--- src/rtl/par_serializer.sv ---
module par_serializer #(
  parameter int WIDTH = 8
) (
  input  logic             clk,
  input  logic             rst,
  input  logic             enable,
  input  logic [WIDTH-1:0] par_in,
  output logic             ser_out,
  output logic             empty_pulse,
  output logic             get_pulse
);
  localparam int CW = (WIDTH > 1) ? $clog2(WIDTH) : 1;
  localparam logic [CW-1:0] LAST = CW'(WIDTH - 1);

  logic [WIDTH-1:0] shreg;
  logic [CW-1:0]    left;

  wire           reload  = (left == '0);
  wire [CW-1:0]  left_nx = reload ? LAST : left - 1'b1;

  always_ff @(posedge clk) begin
    if (rst) begin
      shreg       <= '0;
      left        <= '0;
      ser_out     <= 1'b0;
      empty_pulse <= 1'b0;
      get_pulse   <= 1'b0;
    end else begin
      get_pulse   <= enable && reload;
      empty_pulse <= enable && (left_nx == '0);
      if (enable) begin
        left <= left_nx;
        if (reload) begin
          ser_out <= par_in[0];
          shreg   <= par_in >> 1;
        end else begin
          ser_out <= shreg[0];
          shreg   <= shreg >> 1;
        end
      end
    end
  end

  a_r4_hold_line: assert property (@(posedge clk) disable iff (rst)
    !enable |=> $stable(ser_out) && $stable(left));
  a_r4_no_pulse_stalled: assert property (@(posedge clk) disable iff (rst)
    !enable |=> !empty_pulse && !get_pulse);
  a_r5_get_single: assert property (@(posedge clk) disable iff (rst)
    (WIDTH > 1 && get_pulse) |=> !get_pulse);
  a_r6_empty_then_load: assert property (@(posedge clk) disable iff (rst)
    (empty_pulse && enable) |=> get_pulse);
  a_r7_exclusive: assert property (@(posedge clk) disable iff (rst)
    (WIDTH > 1) |-> !(empty_pulse && get_pulse));
  a_r3_count_range: assert property (@(posedge clk) disable iff (rst)
    left <= LAST);
endmodule

--- config.mk ---
export PLATFORM = sky130hd
export DESIGN_NAME = par_serializer
export DESIGN_NICKNAME = d
export VERILOG_FILES = /design/src/rtl/par_serializer.sv
export SDC_FILE = /design/constraint.sdc
export NUM_CORES = 1
export LEC_CHECK = 0
export BUFFER_PORTS_ARGS = -buffer_cell sky130_fd_sc_hd__buf_2
export CAP_MARGIN = 20
export CORE_UTILIZATION = 50
export DETAILED_ROUTE_END_ITERATION = 10
export PLACE_DENSITY = 0.83
export REMOVE_ABC_BUFFERS = 1
export SLEW_MARGIN = 20
export SYNTH_ARGS = -nofsm -noshare
export SYNTH_HDL_FRONTEND = slang
export SYNTH_SLANG_ARGS = --single-unit
--- constraint.sdc ---
create_clock -name clk -period 4.5 [get_ports clk]
set_clock_uncertainty 0.15 [all_clocks]
set_input_delay 0.45 -clock clk [delete_from_list [all_inputs] [get_ports clk]]
set_output_delay 0.45 -clock clk [all_outputs]
set_load 0.05 [all_outputs]
==> results of run 1 <==
cell families after synthesis:
group,Yosys count
adders and majority gates,2
DFF,13
AOI/OAI and AO/OA,22
and+or+nand+nor,15
buffers and inverters,16
worst register-to-register path: cells and delay by family (launching register included):
kind | cells | cell delay [ns]
AO/OA/AOI/OAI | 1 | 0.37
flip-flops | 1 | 0.34
adder cells (fa/ha/maj) | 1 | 0.33
AND/OR/NAND/NOR | 1 | 0.29
buffers and inverters | 1 | 0.08
area by class of cell:
class	instances	area, sq um
tap	14	17.5
clock buffer	4	26.3
inverter	9	33.8
sequential	13	260
timing repair buffer	13	65.1
fill	108	437
multi-input combinational	39	332
flip-flops by register name, indices dropped and copies added (netlist names):
signal and cells:
left 3, shreg 7, get_pulse 1, empty_pulse 1
ser_out 1
metal layers:
layer	routed length [um]	share of wire (%)	vias up	global-route usage (%)
met4	10	0.84	0	7.76
li1	-	-	272	-
met3	62	5.2	2	6.98
met1	569	48	223	23.7
met2	553	46	13	29.7
met5	0	0	-	0
worst max path at each step:
stage          depth (start not counted)          end  startpoint
2_1_floorplan                          4  empty_pulse     left[0]
3_3_place_gp                           4     shreg[3]     left[0]
3_5_place_dp                           4     shreg[1]     left[0]
4_1_cts                                4     shreg[1]     left[0]
5_1_grt                                4     shreg[1]     left[0]
6_report                               4     shreg[1]     left[0]
power breakdown:
part | switching, uW | leakage (uW) | internal [uW] | total (uW)
registers | 6.85 | 0.000108 | 125 | 132
logic | 28.1 | 0.000197 | 21.3 | 49.4
clock network | 37.9 | 0.0000150 | 34.4 | 72.3
total | 72.9 | 0.000320 | 181 | 253
per-stage QoR:
stage / hold slack [ns] / instances / total power (uW)
final: 0.315 / 92 / 253
after global routing: 0.324 / 92 / 269
after CTS: 0.300 / 92 / 257
after detailed placement: 0.309 / 88 / 183
after global placement: 0.302 / 88 / 182
after floorplan: 0.289 / 61 / 167
cell usage after synthesis (2+ instances only):
library cell / count
inv_1: 9
ha_1: 2
a21oi_1: 2
and4bb_1: 7
a31oi_1: 2
dfxtp_1: 13
o21bai_1: 8
o21a_1: 2
buf_2: 4
clkbuf_1: 2
a311oi_1: 8
nand2b_1: 2
nand4b_1: 2
==> metrics.txt, run 1 <==
Finished Core Util=62.7%; pin count of the biggest net entering global routing=32; Hold Path Class=input pin to register; RSZ-0062 raised after global routing=no; CP max FO=11; Synth async-reset ratio=0%; post-route cell area=734 sq um; CTS tree=yes; most frequent cells in the layout=13 x dfxtp_1, 13 x buf_2, 9 x inv_1; min cycle time layout=1.64 ns; Post-Synth XOR/XNOR Area=0%; Area Overhead vs Synth=10.5%; crit-path max cell delay=0.36 ns; main area contributors after synthesis=dfxtp_1 39%, and4bb_1 13%, a311oi_1 11%; share of cells above drive strength 1=20.5%; CP Capture Type=register; CP cell instances=inv_1 > ha_1 > nand2b_1 > a311oi_1; Die H=38.5 um; Reg clk slew, reported paths=0.08 ns; final hold vios=0; setup bufs post-CTS=0; vias per cell=5.54; clock latency on the worst-skew pair=0.28 ns; post-placement cell area=708 sq um; Post-CTS Hold Buffers=0; Synth Cell Area=664 sq um; DR vias=510; total I/O pin count=14; max frequency=0.611 GHz; hold path depth=3; DRT antenna net count=0; FF-to-FF path depth=4; Slew @ Worst Pin=0.442 ns; CP max stage cell=a311oi_1; Synth Area in Compound Gates=25.2%; first-pass GRT wire length=1880 um; wire per inst=13.0 um; RR Startpoint=left[0]; nets=92; critical path launch point type=register; hold path start=par_in[7]; Num CTS Buffers=3; flop and latch count out of synthesis=13; Mapped Cells=68; Die ar.=1480 sq um; initial antenna violation count=0; Core Area=1170 sq um; port bufs=13; Total Routing Usage GR=19.1%; multiplexer share of the synthesized area=0%; RR Endpoint=shreg[1]; Synth area leader=dfxtp_1; MaxCap Viol Count=0; worst slack at placement=2.89 ns; RePlAce Congestion=0.687; top cell family by delay on the critical path=compound AO/OA/AOI/OAI gates; Synth Area in Adders=3.77%; max-slew violations=0; Post-synth EDFFs=0; Synth Area per Inst=9.77 sq um; Arrival @ worst endpoint=1.67 ns; relative slew slack=70.5%; Unique masters post-synth=18; flop2flop setup slack=2.86 ns; Synth top area share=39.2%; Peak supply drop=176 uV; post-synthesis sequential area ratio=39.2%; Top FF cell, synth=dfxtp_1; largest family of logic cells by synthesized area=compound AO/OA/AOI/OAI gates; drt pass-1 iters=2; final worst setup slack=2.86 ns; Crit path required time=4.53 ns; # DRC=0; n_diodes=0; CTS resizes=0; Setup Viol. Count Final=0; outcome=completed; total gr overflow=0; Clock Tree Buf Depth=2; initial core utilization=56.7%; CP Buf/Inv Count=1; H-tree Lvls=1; Setup TNS Final=0 ns; final wirelength=1200 um; vias in the first global route=429; synthesized-area fraction occupied by and/or/nand/nor cells=20.9%; number of clock sinks=13; post-detail-place hpwl=770 um; crit path kind=register to register; Synth warnings=0; Worst Hold End=shreg[6]; Root Buffer=clkbuf_4; Final period util=36.4%; cell row count=12; power per cell area=345 nW/um^2; Die Wd=38.5 um; Leakage=0.000320 uW; initial DRC count=8
Note: power is estimated with default switching activity, not from simulation.
==> run 2, diff against run 1 <==
--- a/config.mk
+++ b/config.mk
@@ -5,11 +5,13 @@
 export SDC_FILE = /design/constraint.sdc
 export NUM_CORES = 1
 export LEC_CHECK = 0
+export ABC_AREA = 1
 export BUFFER_PORTS_ARGS = -buffer_cell sky130_fd_sc_hd__buf_2
 export CAP_MARGIN = 20
-export CORE_UTILIZATION = 50
+export CORE_AREA = 2 2 39 41
 export DETAILED_ROUTE_END_ITERATION = 10
-export PLACE_DENSITY = 0.83
+export DIE_AREA = 0 0 41 43
+export PLACE_DENSITY = 0.8
 export REMOVE_ABC_BUFFERS = 1
 export SLEW_MARGIN = 20
 export SYNTH_ARGS = -nofsm -noshare
==> constraint.sdc (replaced) <==
create_clock -name clk -period 1.7 [get_ports clk]
set_clock_uncertainty 0.15 [all_clocks]
set_input_delay 0.17 -clock clk [delete_from_list [all_inputs] [get_ports clk]]
set_output_delay 0.17 -clock clk [all_outputs]
set_load 0.05 [all_outputs]
==> metrics.txt, run 2 <==
outcome=completed; Hold Path Class=input pin to register; Die H=43 um (+12%); flop and latch count out of synthesis=13 (unchanged); Final period util=85.1%; Clock Tree Buf Depth=2 (unchanged); most frequent cells after synthesis=13 x dfxtp_1, 12 x nor2_1, 10 x nand2_1; RR Endpoint=ser_out; Post-synth EDFFs=0 (unchanged); Leakage=0.000351 uW (+9.7%); pin count of the biggest net entering global routing=20 (-38%); post-placement cell area=687 sq um (-3.0%); n_diodes=0 (unchanged); number of clock sinks=13 (unchanged); Core Area=1380 sq um (+18%); crit path kind=input pin to register; crit-path max cell delay=0.54 ns (+0.18 ns); # DRC=0 (unchanged); hold path depth=3 (unchanged); top cell family by delay on the critical path=buffers and inverters; CP max stage cell=dlygate4sd3_1; CTS tree=yes; Top FF cell, synth=dfxtp_1; vias in the first global route=466 (+8.6%); port bufs=13 (unchanged); Post-CTS Hold Buffers=2 (+2); Die ar.=1760 sq um (+19%); Num CTS Buffers=3 (unchanged); FF-to-FF path depth=6 (+2); wire per inst=10.5 um (-19%); Arrival @ worst endpoint=1.49 ns (-0.18 ns); RSZ-0062 raised after global routing=no; main area contributors after synthesis=dfxtp_1 41%, nor3_2 7.9%, nor2_1 7.1%; DR vias=546 (+7.1%); total I/O pin count=14 (unchanged); initial antenna violation count=0 (unchanged); Unique masters post-synth=18 (unchanged); Crit path depth=5 (+1); Int Pwr=472 uW (+160%); flop2flop setup slack=0.29 ns (-2.57 ns); Crit path required time=1.74 ns (-2.79 ns); fill cell total of the finished layout=129 (+19%); setup bufs post-CTS=0 (unchanged); Slew @ Worst Pin=0.361 ns (-0.0809 ns); H-tree Lvls=1 (unchanged); power per cell area=914 nW/um^2 (+160%); cell with the most instances after synthesis=dfxtp_1; post-detail-place hpwl=836 um (+8.6%); relative slew slack=75.9% (+5.4 points); Synth Area per Inst=8.31 sq um (-15%); final wirelength=1140 um (-4.8%); Synth Cell Area=632 sq um (-4.9%); drt pass-1 iters=4 (+2); Top Registers=shreg x7, left x3; RR Startpoint=left[0]; Setup TNS Final=0 ns (unchanged); total gr overflow=0 (unchanged); nets=106 (+15%); Synth async-reset ratio=0% (unchanged); cell row count=14 (+2); CP Buf/Inv Count=3 (+2); Synth top area share=41.2% (+2.0 points); vias per cell=5.06 (-8.8%); CTS resizes=0 (unchanged); CP max FO=12 (+1); critical path launch point type=input pin; max-slew violations=0 (unchanged); final hold vios=0 (unchanged); CP Capture Type=register; Die Wd=41 um (+6.6%); first-pass GRT wire length=1920 um (+1.9%); CP cell instances=dlygate4sd3_1 > buf_2 > inv_1 > o21ai_0 > nor3_2; Sw Ratio=29.7% (+0.91 points); clock latency on the worst-skew pair=0.27 ns (about the same); Synth area leader=dfxtp_1; Mapped Cells=76 (+12%); Final Power=670 uW (+160%); Clk pwr share=27.8% (-0.7 points); initial core utilization=45.7% (-11 points); Reg clk slew, reported paths=0.08 ns (about the same); max frequency=0.691 GHz; initial DRC count=4 (-4); most frequent cells in the layout=13 x dfxtp_1, 13 x buf_2, 12 x nor2_1; min cycle time layout=1.45 ns; Setup Viol. Count Final=0 (unchanged); RePlAce Congestion=0.739 (+7.6%); crit path launch=rst; Biggest register=shreg; Peak supply drop=354 uV (+100%); post-route cell area=733 sq um (-0.17%); Root Buffer=clkbuf_4; Area Overhead vs Synth=16.0%; Total Routing Usage GR=15.7% (-3.4 points); combinational fraction of design power=21.4% (+1.9 points); crit path to=shreg[2]; Psw=199 uW (+170%); Synth warnings=0 (unchanged); post-synthesis sequential area ratio=41.2% (+2.0 points); Seq pwr share=50.9% (-1.1 points); DRT antenna net count=0 (unchanged); share of cells above drive strength 1=27.2% (+6.7 points); max FFs per register=7 (unchanged); MaxCap Viol Count=0 (unchanged)
## run 2: worst register-to-register path: cells and delay by family, from the launching register on
family	cells	cell delay (ns)
and+or+nand+nor	4	0.40
DFF	1	0.38
adders and majority gates	1	0.30
buffers and inverters	1	0.08
## run 2: layout make-up
| type | count | area [sq um] | area share, % |
|---|---|---|---|
| multi-input combinational | 52 | 312 | 42.5 |
| timing repair buffer | 15 | 85.1 | 11.6 |
| inverter | 8 | 30.0 | 4.10 |
| sequential | 13 | 260 | 35.5 |
| clock buffer | 4 | 26.3 | 3.58 |
| tap | 16 | 20.0 | 2.73 |
## run 2: worst min path at each step
stage,from,to,slack (ns)
after CTS,par_in[5],shreg[4],0.03
final,par_in[5],shreg[4],0.03
after detailed placement,rst,get_pulse,0.23
after global placement,par_in[7],shreg[6],0.21
after global routing,par_in[0],ser_out,0.06
after floorplan,rst,get_pulse,0.09
## run 2: metrics by stage
step | cells | worst slack, ns | utilization [%] | hold WS [ns]
6_report | 108 | 0.253 | 53.0 | 0.0304
5_1_grt | 108 | 0.160 | 53.0 | 0.0590
4_1_cts | 108 | 0.280 | 53.0 | 0.0338
3_5_place_dp | 102 | 0.300 | 49.6 | 0.226
3_3_place_gp | 102 | 0.342 | 49.6 | 0.212
2_1_floorplan | 73 | 0.418 | - | 0.0891
## run 2: per-layer routing
layer | track usage, % | part of all wire, % | up-vias
met4 | 4.00 | 0 | 0
met5 | 0 | 0 | -
met2 | 24.1 | 49 | 10
met3 | 4.71 | 3.4 | 0
li1 | - | - | 282
met1 | 20.7 | 47 | 254
## run 2: logic make-up (layout without fill, tap and decap cells)
group / count (synthesis) / after routing / synth area share [%]
buf+inv: 11 / 27 / 9.51
compound gates: 10 / 10 / 8.51
simple gates: 40 / 40 / 36.8
fa+ha+maj: 2 / 2 / 3.96
flops: 13 / 13 / 41.2
## run 2: power groups by stage
stage	sequential (uW)	combinational [uW]	clock [uW]
6_report	341	143	186
3_3_place_gp	347	136	0
4_1_cts	341	145	193
5_1_grt	345	162	204
3_5_place_dp	348	141	0
2_1_floorplan	358	90.0	0
